### src/rtl/rim_pkg.sv
// Package: shared constants and types for the rollover interrupt monitor.
// Assumes one offset width wide enough for the largest region.
package rim_pkg;
    localparam int NREG     = 4;
    localparam int MIN_LOG2 = 7;
    localparam int MAX_LOG2 = 13;
    localparam int SEL_W    = 3;
    localparam int PTR_W    = MAX_LOG2;

    typedef logic [PTR_W-1:0] ptr_t;
endpackage

### src/rtl/rim_region_tracker.sv
// Module: rim_region_tracker
// Holds one region's write offset and detects the midpoint crossing and the wrap.
// Assumes the size code is stable while the region is in use; the offset is
// always taken modulo the current size.
module rim_region_tracker #(
    parameter int MIN_LOG2 = 7,
    parameter int MAX_LOG2 = 13,
    parameter int SEL_W    = 3,
    localparam int PTR_W   = MAX_LOG2
) (
    input  logic             clk,
    input  logic             rst_n,
    input  logic [SEL_W-1:0] sel_i,
    input  logic             adv_i,
    output logic [PTR_W-1:0] off_o,
    output logic             half_evt_o,
    output logic             wrap_evt_o
);
    localparam logic [PTR_W:0] ONE_W = {{PTR_W{1'b0}}, 1'b1};

    logic [PTR_W-1:0] ptr_q;
    logic [PTR_W-1:0] span;
    logic [PTR_W-1:0] half_bit;
    logic [PTR_W-1:0] cur;
    logic [PTR_W-1:0] nxt;
    logic [PTR_W:0]   wide;
    int               lg;

    // Decode the size code into a wrap mask and the midpoint bit.
    always_comb begin
        lg = MIN_LOG2 + int'(sel_i);
        if (lg > MAX_LOG2) begin
            lg = MAX_LOG2;
        end
        wide     = ONE_W << lg;
        span     = PTR_W'(wide - ONE_W);
        half_bit = PTR_W'(wide >> 1);
    end

    // Compute the next offset and both crossing events.
    always_comb begin
        cur        = ptr_q & span;
        nxt        = (cur + 1'b1) & span;
        half_evt_o = adv_i && ((nxt & half_bit) != '0) && ((cur & half_bit) == '0);
        wrap_evt_o = adv_i && (nxt == '0);
    end

    // Offset register: advances once per request.
    always_ff @(posedge clk) begin
        if (!rst_n) begin
            ptr_q <= '0;
        end else if (adv_i) begin
            ptr_q <= nxt;
        end
    end

    assign off_o = cur;
endmodule

### src/rtl/rim_status_bank.sv
// Module: rim_status_bank
// Mask register and sticky write-one-to-clear status register.
// Assumes status layout: half events in the low NREG bits, full events above.
// A set in the same cycle as a clear of that bit wins.
module rim_status_bank #(
    parameter int                NREG    = 4,
    parameter logic [NREG-1:0]   FULL_EN = 4'b0011,
    localparam int               STAT_W  = 2 * NREG
) (
    input  logic              clk,
    input  logic              rst_n,
    input  logic [NREG-1:0]   half_evt_i,
    input  logic [NREG-1:0]   wrap_evt_i,
    input  logic              mask_we_i,
    input  logic [STAT_W-1:0] mask_wdata_i,
    input  logic              clr_we_i,
    input  logic [STAT_W-1:0] clr_wdata_i,
    output logic [STAT_W-1:0] mask_o,
    output logic [STAT_W-1:0] status_o
);
    localparam logic [STAT_W-1:0] VALID = {FULL_EN, {NREG{1'b1}}};

    logic [STAT_W-1:0] mask_q;
    logic [STAT_W-1:0] status_q;
    logic [STAT_W-1:0] set_v;
    logic [STAT_W-1:0] clr_v;

    // Gate the raw events with the current mask and form the clear pattern.
    always_comb begin
        set_v = {wrap_evt_i, half_evt_i} & mask_q & VALID;
        clr_v = clr_we_i ? clr_wdata_i : '0;
    end

    // Mask register: only implemented bits are writable.
    always_ff @(posedge clk) begin
        if (!rst_n) begin
            mask_q <= '0;
        end else if (mask_we_i) begin
            mask_q <= mask_wdata_i & VALID;
        end
    end

    // Sticky status: clear first, then set so that a new event is kept.
    always_ff @(posedge clk) begin
        if (!rst_n) begin
            status_q <= '0;
        end else begin
            status_q <= (status_q & ~clr_v) | set_v;
        end
    end

    assign mask_o   = mask_q;
    assign status_o = status_q;
endmodule

### src/rtl/rollover_irq_monitor.sv
// Module: rollover_irq_monitor (top)
// Tracks NREG ring-region write offsets and raises half and full rollover
// interrupts through a mask and sticky status register.
// Assumes region 0 is the data circular buffer, 1 the command stack,
// 2 the monitor command stack and 3 the monitor data stack.
module rollover_irq_monitor #(
    parameter int                       NREG     = rim_pkg::NREG,
    parameter int                       MIN_LOG2 = rim_pkg::MIN_LOG2,
    parameter int                       MAX_LOG2 = rim_pkg::MAX_LOG2,
    parameter int                       SEL_W    = rim_pkg::SEL_W,
    parameter logic [NREG-1:0]          FULL_EN  = 4'b0011,
    localparam int                      PTR_W    = MAX_LOG2,
    localparam int                      STAT_W   = 2 * NREG
) (
    input  logic                    clk,
    input  logic                    rst_n,
    input  logic [NREG*SEL_W-1:0]   size_sel_i,
    input  logic [NREG-1:0]         adv_i,
    input  logic                    mask_we_i,
    input  logic [STAT_W-1:0]       mask_wdata_i,
    input  logic                    clr_we_i,
    input  logic [STAT_W-1:0]       clr_wdata_i,
    output logic [STAT_W-1:0]       mask_o,
    output logic [STAT_W-1:0]       status_o,
    output logic [NREG*PTR_W-1:0]   ptr_o,
    output logic                    irq_o
);
    logic [NREG-1:0] half_evt;
    logic [NREG-1:0] wrap_evt;

    // One offset tracker per region.
    for (genvar g = 0; g < NREG; g++) begin : g_region
        rim_region_tracker #(
            .MIN_LOG2 (MIN_LOG2),
            .MAX_LOG2 (MAX_LOG2),
            .SEL_W    (SEL_W)
        ) i_trk (
            .clk        (clk),
            .rst_n      (rst_n),
            .sel_i      (size_sel_i[g*SEL_W +: SEL_W]),
            .adv_i      (adv_i[g]),
            .off_o      (ptr_o[g*PTR_W +: PTR_W]),
            .half_evt_o (half_evt[g]),
            .wrap_evt_o (wrap_evt[g])
        );
    end

    rim_status_bank #(
        .NREG    (NREG),
        .FULL_EN (FULL_EN)
    ) i_bank (
        .clk          (clk),
        .rst_n        (rst_n),
        .half_evt_i   (half_evt),
        .wrap_evt_i   (wrap_evt),
        .mask_we_i    (mask_we_i),
        .mask_wdata_i (mask_wdata_i),
        .clr_we_i     (clr_we_i),
        .clr_wdata_i  (clr_wdata_i),
        .mask_o       (mask_o),
        .status_o     (status_o)
    );

    // Combined request: any pending bit that is still unmasked.
    always_comb begin
        irq_o = |(status_o & mask_o);
    end
endmodule

### config.mk
export PLATFORM = sky130hd
export DESIGN_NAME = rollover_irq_monitor
export DESIGN_NICKNAME = d
export VERILOG_FILES = /design/src/rtl/rim_pkg.sv /design/src/rtl/rim_region_tracker.sv /design/src/rtl/rim_status_bank.sv /design/src/rtl/rollover_irq_monitor.sv
export SDC_FILE = /design/constraint.sdc
export NUM_CORES = 1
export LEC_CHECK = 0
export BUFFER_PORTS_ARGS = -buffer_cell sky130_fd_sc_hd__buf_4
export CORE_ASPECT_RATIO = 0.75
export CORE_MARGIN = 2
export CORE_UTILIZATION = 30
export DETAILED_ROUTE_END_ITERATION = 8
export GPL_ROUTABILITY_DRIVEN = 0
export GPL_TIMING_DRIVEN = 0
export PLACE_DENSITY_LB_ADDON = 0.1
export SLEW_MARGIN = 30
export SYNTH_ARGS = -nofsm -noshare
export SYNTH_HDL_FRONTEND = slang
export SYNTH_SLANG_ARGS = --single-unit
### constraint.sdc
create_clock -name clk -period 5 [get_ports clk]
set_clock_uncertainty 0.2 [all_clocks]
set_input_delay 1 -clock clk [delete_from_list [all_inputs] [get_ports clk]]
set_output_delay 1 -clock clk [all_outputs]
set_load 0.03 [all_outputs]
### After elaboration in Yosys (flattened, before gate mapping)

Index checks and enable logic that the tools add are counted.

* flip-flop bits (word level): 66
* input port bits: 36
* output and inout port bits: 69
* word-level logic and storage cells: 73

* $add $sub $neg: 12
* magnitude comparators: 4
* shift-type cells: 4
* muxes and demuxes: 5
* bitwise gates (word level): 21
* reductions and logical operators: 21

Operator list (count)
* $and A13 B13 Y13: 16
* $gt A32 B5 Y1 const B: 4
* $mux W32: 4
* $shl A1 B32 Y14 const A: 4
* $logic_not A13 Y1: 6
* $add A13 B1 Y13 const B: 4
* $reduce_bool A13 Y1: 4
* $sub A13 B1 Y13 const B: 4
* $add A3 B3 Y4 const A: 4
* $logic_and A1 B1 Y1: 10
* $and A8 B6 Y8: 1
* $and A8 B8 Y8: 1
* $mux W8: 1
* $not A8 Y8: 1
* $or A8 B6 Y8: 1
* $reduce_or A8 Y1: 1
* $and A6 B6 Y6: 1

### Longest topological paths before layout

* depth in word-level cells: 14
* depth in mapped cells: 18
* gate-level depth less buffers: 15

### Cells and area by module

Synthesis repeated with hierarchy kept, for this count alone.

* cell total of the unflattened synthesis: 848
* area, all modules: 6562.5 sq um

By module, submodules not included
* rim_region_tracker: instances 4, cells an instance 197, area an instance 1492.7 sq um, seq. area each 260.2 sq um
* rim_status_bank: instances 1, cells an instance 55, area an instance 555.5 sq um, seq. area each 280.3 sq um
* rollover_irq_monitor: instances 1, cells an instance 5, area an instance 36.3 sq um, seq. area each 0.0 sq um

### Worst setup path after synthesis

OpenSTA, ideal clock, no wires.

* kind: input-to-reg
* start: in size_sel_i[3]
* end: reg i_bank.status_q[5], in the netlist i_bank.status_o[5]
* setup time: 0.069 ns
* data arrival time: 4.910 ns
* data required time: 4.731 ns
* slack: -0.179 ns
* cell stages on the path: 17
* buffers on the path: 3
* cells stage by stage: buf_6 clkbuf_8 inv_1 ha_1 buf_4 and3b_1 or2_1 nand3_1 ha_1 nor2b_1 ha_1 nand2_1 nor4b_2 mux2_1 or3_1 or4_1 o21ai_1

* longest elaborated chain between the ends: 12

Ends and longest elaborated chain
* from (decl): RTL line rollover_irq_monitor.sv:17 `input logic [NREG*SEL_W-1:0] size_sel_i,`
* $add A3 B3 Y4 (*): RTL line rim_region_tracker.sv:31 `lg = MIN_LOG2 + int'(sel_i);`
* $gt A32 B5 Y1: RTL line rim_region_tracker.sv:32 `if (lg > MAX_LOG2) begin`
* $mux W32 (*): RTL line rim_region_tracker.sv:32
* $shl A1 B32 Y14 (*): RTL line rim_region_tracker.sv:35 `wide = ONE_W << lg;`
* $sub A13 B1 Y13 (*): RTL line rim_region_tracker.sv:36 `span = PTR_W'(wide - ONE_W);`
* $and A13 B13 Y13 (*): RTL line rim_region_tracker.sv:42 `cur = ptr_q & span;`
* via ptr_o[14]: RTL line rollover_irq_monitor.sv:25 `output logic [NREG*PTR_W-1:0] ptr_o,`
* $add A13 B1 Y13 (*): RTL line rim_region_tracker.sv:43 `nxt = (cur + 1'b1) & span;`
* $and A13 B13 Y13 (*): RTL line rim_region_tracker.sv:43
* $logic_not A13 Y1 (*): RTL line rim_region_tracker.sv:45 `wrap_evt_o = adv_i && (nxt == '0);`
* $logic_and A1 B1 Y1 (*): RTL line rim_region_tracker.sv:45
* $and A6 B6 Y6 (*): RTL line rim_status_bank.sv:30 `set_v = {wrap_evt_i, half_evt_i} & mask_q & VALID;`
* $or A8 B6 Y8 (*): RTL line rim_status_bank.sv:48 `status_q <= (status_q & ~clr_v) | set_v;`
* to (signal assigned): RTL line rim_status_bank.sv:48
* to (decl): RTL line rim_status_bank.sv:24 `logic [STAT_W-1:0] status_q;`

The timed path passes the listed nets; every way through them passes the cells marked *.
A chain may end at the register's enable or synchronous reset.

### Worst setup path in the final report

* start: in size_sel_i[0]
* end: out ptr_o[10]

* longest elaborated chain between the ends: 6

Ends and longest elaborated chain (RTL line)
* $add A3 B3 Y4 (*): rim_region_tracker.sv:31
* $gt A32 B5 Y1: rim_region_tracker.sv:32
* $mux W32 (*): rim_region_tracker.sv:32
* $shl A1 B32 Y14 (*): rim_region_tracker.sv:35
* $sub A13 B1 Y13 (*): rim_region_tracker.sv:36
* $and A13 B13 Y13 (*): rim_region_tracker.sv:42
* to (decl): rollover_irq_monitor.sv:25

Every way passes the cells marked *; elsewhere a longest branch is shown, timed or not.

==> metrics.yaml <==
pwr:
  switching_share_pct: 29.21
  p_leak_nw: 2.865
  power_frac_seq_pct: 35.8
  ir_drop_v: 0.0001397
  powerDensity_nw_per_um2: 208.6
  p_int_mw: 1.084
  power_frac_clock_pct: 45.4
  combPwrFrac_pct: 18.9
  power.switching_uw: 447.5
setup_path:
  critPathKind: "input pin to output port"
  crit_arrival_ns: 3.63
  worst_setup_path_end_kind: "output port"
  ff2ff_setup_slack_ns: 1.84
  r2r_end: "i_bank.status_o[2]"
  cp_max_fo: 10
  worstPathRequired_ns: 3.80
  crit_path_start_kind: "input pin"
  r2r-start: "g_region[2].i_trk.ptr_q[0]"
  ff2ff_path_depth: 9
clock_network:
  cts_buffers: 9
  cts_tree: "built"
  cts_root_buffer: "clkbuf_16"
  htreeDepth: 3
  clk_latency_ns: 0.34
  cts_buffer_depth: 2
  postCtsHoldBufs: 0
  cts.sinks: 66
  path_clk_slew_ns: 0.06
logic_synthesis:
  syn_area_um2: 5866
  ys_warn_count: 0
  postSynthCellCount: 819
  synthDistinctLibCells: 90
  syn_area_per_cell_um2: 7.162
  synth_top_area_cell: "dfxtp_1"
  synth-seq-cells: 66
  synth.top_cells.by_area: "dfxtp_1 (23%), nor2_1 (6.3%), nand2_1 (4.6%), a21oi_1 (4.2%), mux2i_1 (4.1%)"
  ys_seq_area_share_pct: 22.53
  synth-edff-count: 0
  yosysTopAreaCellShare_pct: 22.53
  async_reset_ff_share_pct: 0
  synth_flop_cell: "dfxtp_1"
finish:
  layout-drive-gt1-share_pct: 17.83
  nets: 978
  n_antenna_cell: 0
  syn2layout_area_growth_pct: 25.21
  fillers: 2093
  stdcell_area_um2: 7345
grt:
  grt_max_degree: 16
  antenna_found_initial: 0
  grt_pass1_vias: 5811
  grt_first_pass_wirelength_um: 31490
  grt_overflow_total: 0
  track_usage_pct: 19.15
placed_design:
  placed_area_um2: 6925
  portBuffers: 96
  pre_cts_ws_ns: -0.6340
  dp_hpwl_um: 15240
die:
  die_h_um: 125.1
  fp.dieArea_um2: 20700
  ioPinCount: 105
  fp.dieW_um: 165.5
  rows: 44
  initial_core_util_pct: 30.44
  core_um2: 19270
hold_path:
  hold_path_startpoint: "i_bank.status_o[6]"
  min_to: "i_bank.status_o[6]"
  hold_path_depth: 2
  hold_class: "flip-flop to flip-flop"
drt:
  drtAntennaViolNets: 0
  drtPass1Iterations: 5
  via_per_inst: 5.345
  drc: 0
  vias: 6329
  routed_wl_um: 19880
  wire_per_inst_um: 16.79
  first_iter_violations: 477
sta:
  fmax_ghz: 0.2071
  hold_viol: 0
  final_max_slew_viol_count: 0
  finalSetupTns_ns: 0
  hold_ws_ns: 0.2329
  setup_viol: 0
  period_share_pct: 96.57
  fin_crit_ns: 4.829
  final.setup.worst_slack_ns: 0.1715
  worstMarginPinSlew_ns: 0.8884
  max_slew_margin_pct: 40.77
flow_run:
  max_cap_violations: 0
run_status:
  status: "finished, final reports clean"
[power by group through the flow]
stage,clock network [mW],registers [mW],logic (mW)
finish,0.695,0.548,0.289
floorplan,0,0.560,0.184
global route,0.742,0.549,0.318
global placement,0,0.559,0.286
CTS,0.717,0.548,0.287
detailed placement,0,0.559,0.283
[what timing repair did]
action                     in CTS  in global routing
buffers inserted                0                  0
resized for setup               9                 12
pin swaps                       0                  2
setup endpoints to repair      10                  9
[layout make-up]
cell class                      count  area (µm²)  share of cell area [%]
Sequential cell                    66        1321                   17.99
Clock inverter                      5       77.57                   1.056
Clock buffer                       11       242.7                   3.305
Buffer                             52       255.2                   3.475
Tap cell                          253       316.6                   4.310
Inverter                           42       157.7                   2.147
Multi-Input combinational cell    659        4253                   57.90
Timing Repair Buffer               96       720.7                   9.813
[registers in the layout, summed over array words and instances (netlist names)]
name                  flops
g_region.i_trk.ptr_q     52
i_bank.status_o           8
i_bank.mask_o             6
[cells in the final DEF (no fill, tap or decap), types with 7 or more instances in the layout]
cell / count
nor3_1: 17
clkbuf_16: 9
xnor2_1: 26
and3_1: 9
nand4_1: 12
a21oi_1: 49
o21ai_0: 44
nand2_1: 72
nand4b_1: 7
ha_1: 16
mux2i_1: 24
nor2b_1: 22
inv_1: 40
nand3b_1: 7
nor3b_1: 7
mux2_2: 7
and2_1: 16
nand3_1: 45
a21o_1: 7
dfxtp_1: 66
nand2b_1: 9
nor4_1: 17
buf_4: 102
clkbuf_1: 34
nor2_1: 99
[metal layers]
layer  global-route usage [%]  wire length [µm]  vias to the layer above
li1                         -                 -                     3168
met1                    28.87              9931                     2955
met2                    28.29              8602                      186
met3                    3.650              1118                       20
met4                    3.550               227                        0
met5                        0                 0                        -
[per-stage QoR]
| step | util (%) | cells | total power [mW] |
|---|---|---|---|
| after floorplan | - | 823 | 0.7438 |
| after global placement | 35.94 | 1172 | 0.8455 |
| after detailed placement | 35.94 | 1172 | 0.8414 |
| after CTS | 37.81 | 1184 | 1.551 |
| after global routing | 38.12 | 1184 | 1.609 |
| final | 38.12 | 1184 | 1.532 |
[critical path: stages]
cell	delay, ns
buf_4	0.12
clkbuf_2	0.21
inv_1	0.11
ha_1	0.38
clkbuf_1	0.25
nand2_1	0.11
ha_1	0.31
clkbuf_2	0.30
o221ai_1	0.25
a31oi_2	0.36
buf_4	0.23
[worst max-delay path by stage]
stage | from | end | slack [ns] | cells past startpoint
after global placement | size_sel_i[10] | ptr_o[49] | -0.68 | 13
final | size_sel_i[0] | ptr_o[10] | 0.17 | 11
after detailed placement | size_sel_i[10] | ptr_o[49] | -0.63 | 13
after floorplan | size_sel_i[3] | i_bank.status_o[5] | 0.03 | 17
after global routing | size_sel_i[4] | i_bank.status_o[5] | -0.02 | 16
after CTS | size_sel_i[4] | i_bank.status_o[5] | 0.03 | 17
[logic make-up after synthesis]
logic type / count (synthesis) / share of synthesized area [%]
muxes: 32 / 5.631
and+or+nand+nor: 387 / 34.71
xor gates and xnor gates: 32 / 4.778
adders and majority gates: 16 / 3.413
AOI/OAI and AO/OA: 186 / 21.63
buffers and inverters: 98 / 7.188
DFF: 66 / 22.53
other: 2 / 0.1280
[Yosys cell counts (12+ instances only)]
master    count
clkbuf_1     42
inv_1        40
nand2_1      72
nor4_1       24
xnor2_1      26
nor2b_1      25
o21ai_0      44
and2_1       16
ha_1         16
dfxtp_1      66
mux2i_1      24
nand4_1      12
nor3_1       17
nor2_1       99
nand3_1      45
a21oi_1      49
Note: power is estimated with default switching activity, not from simulation.
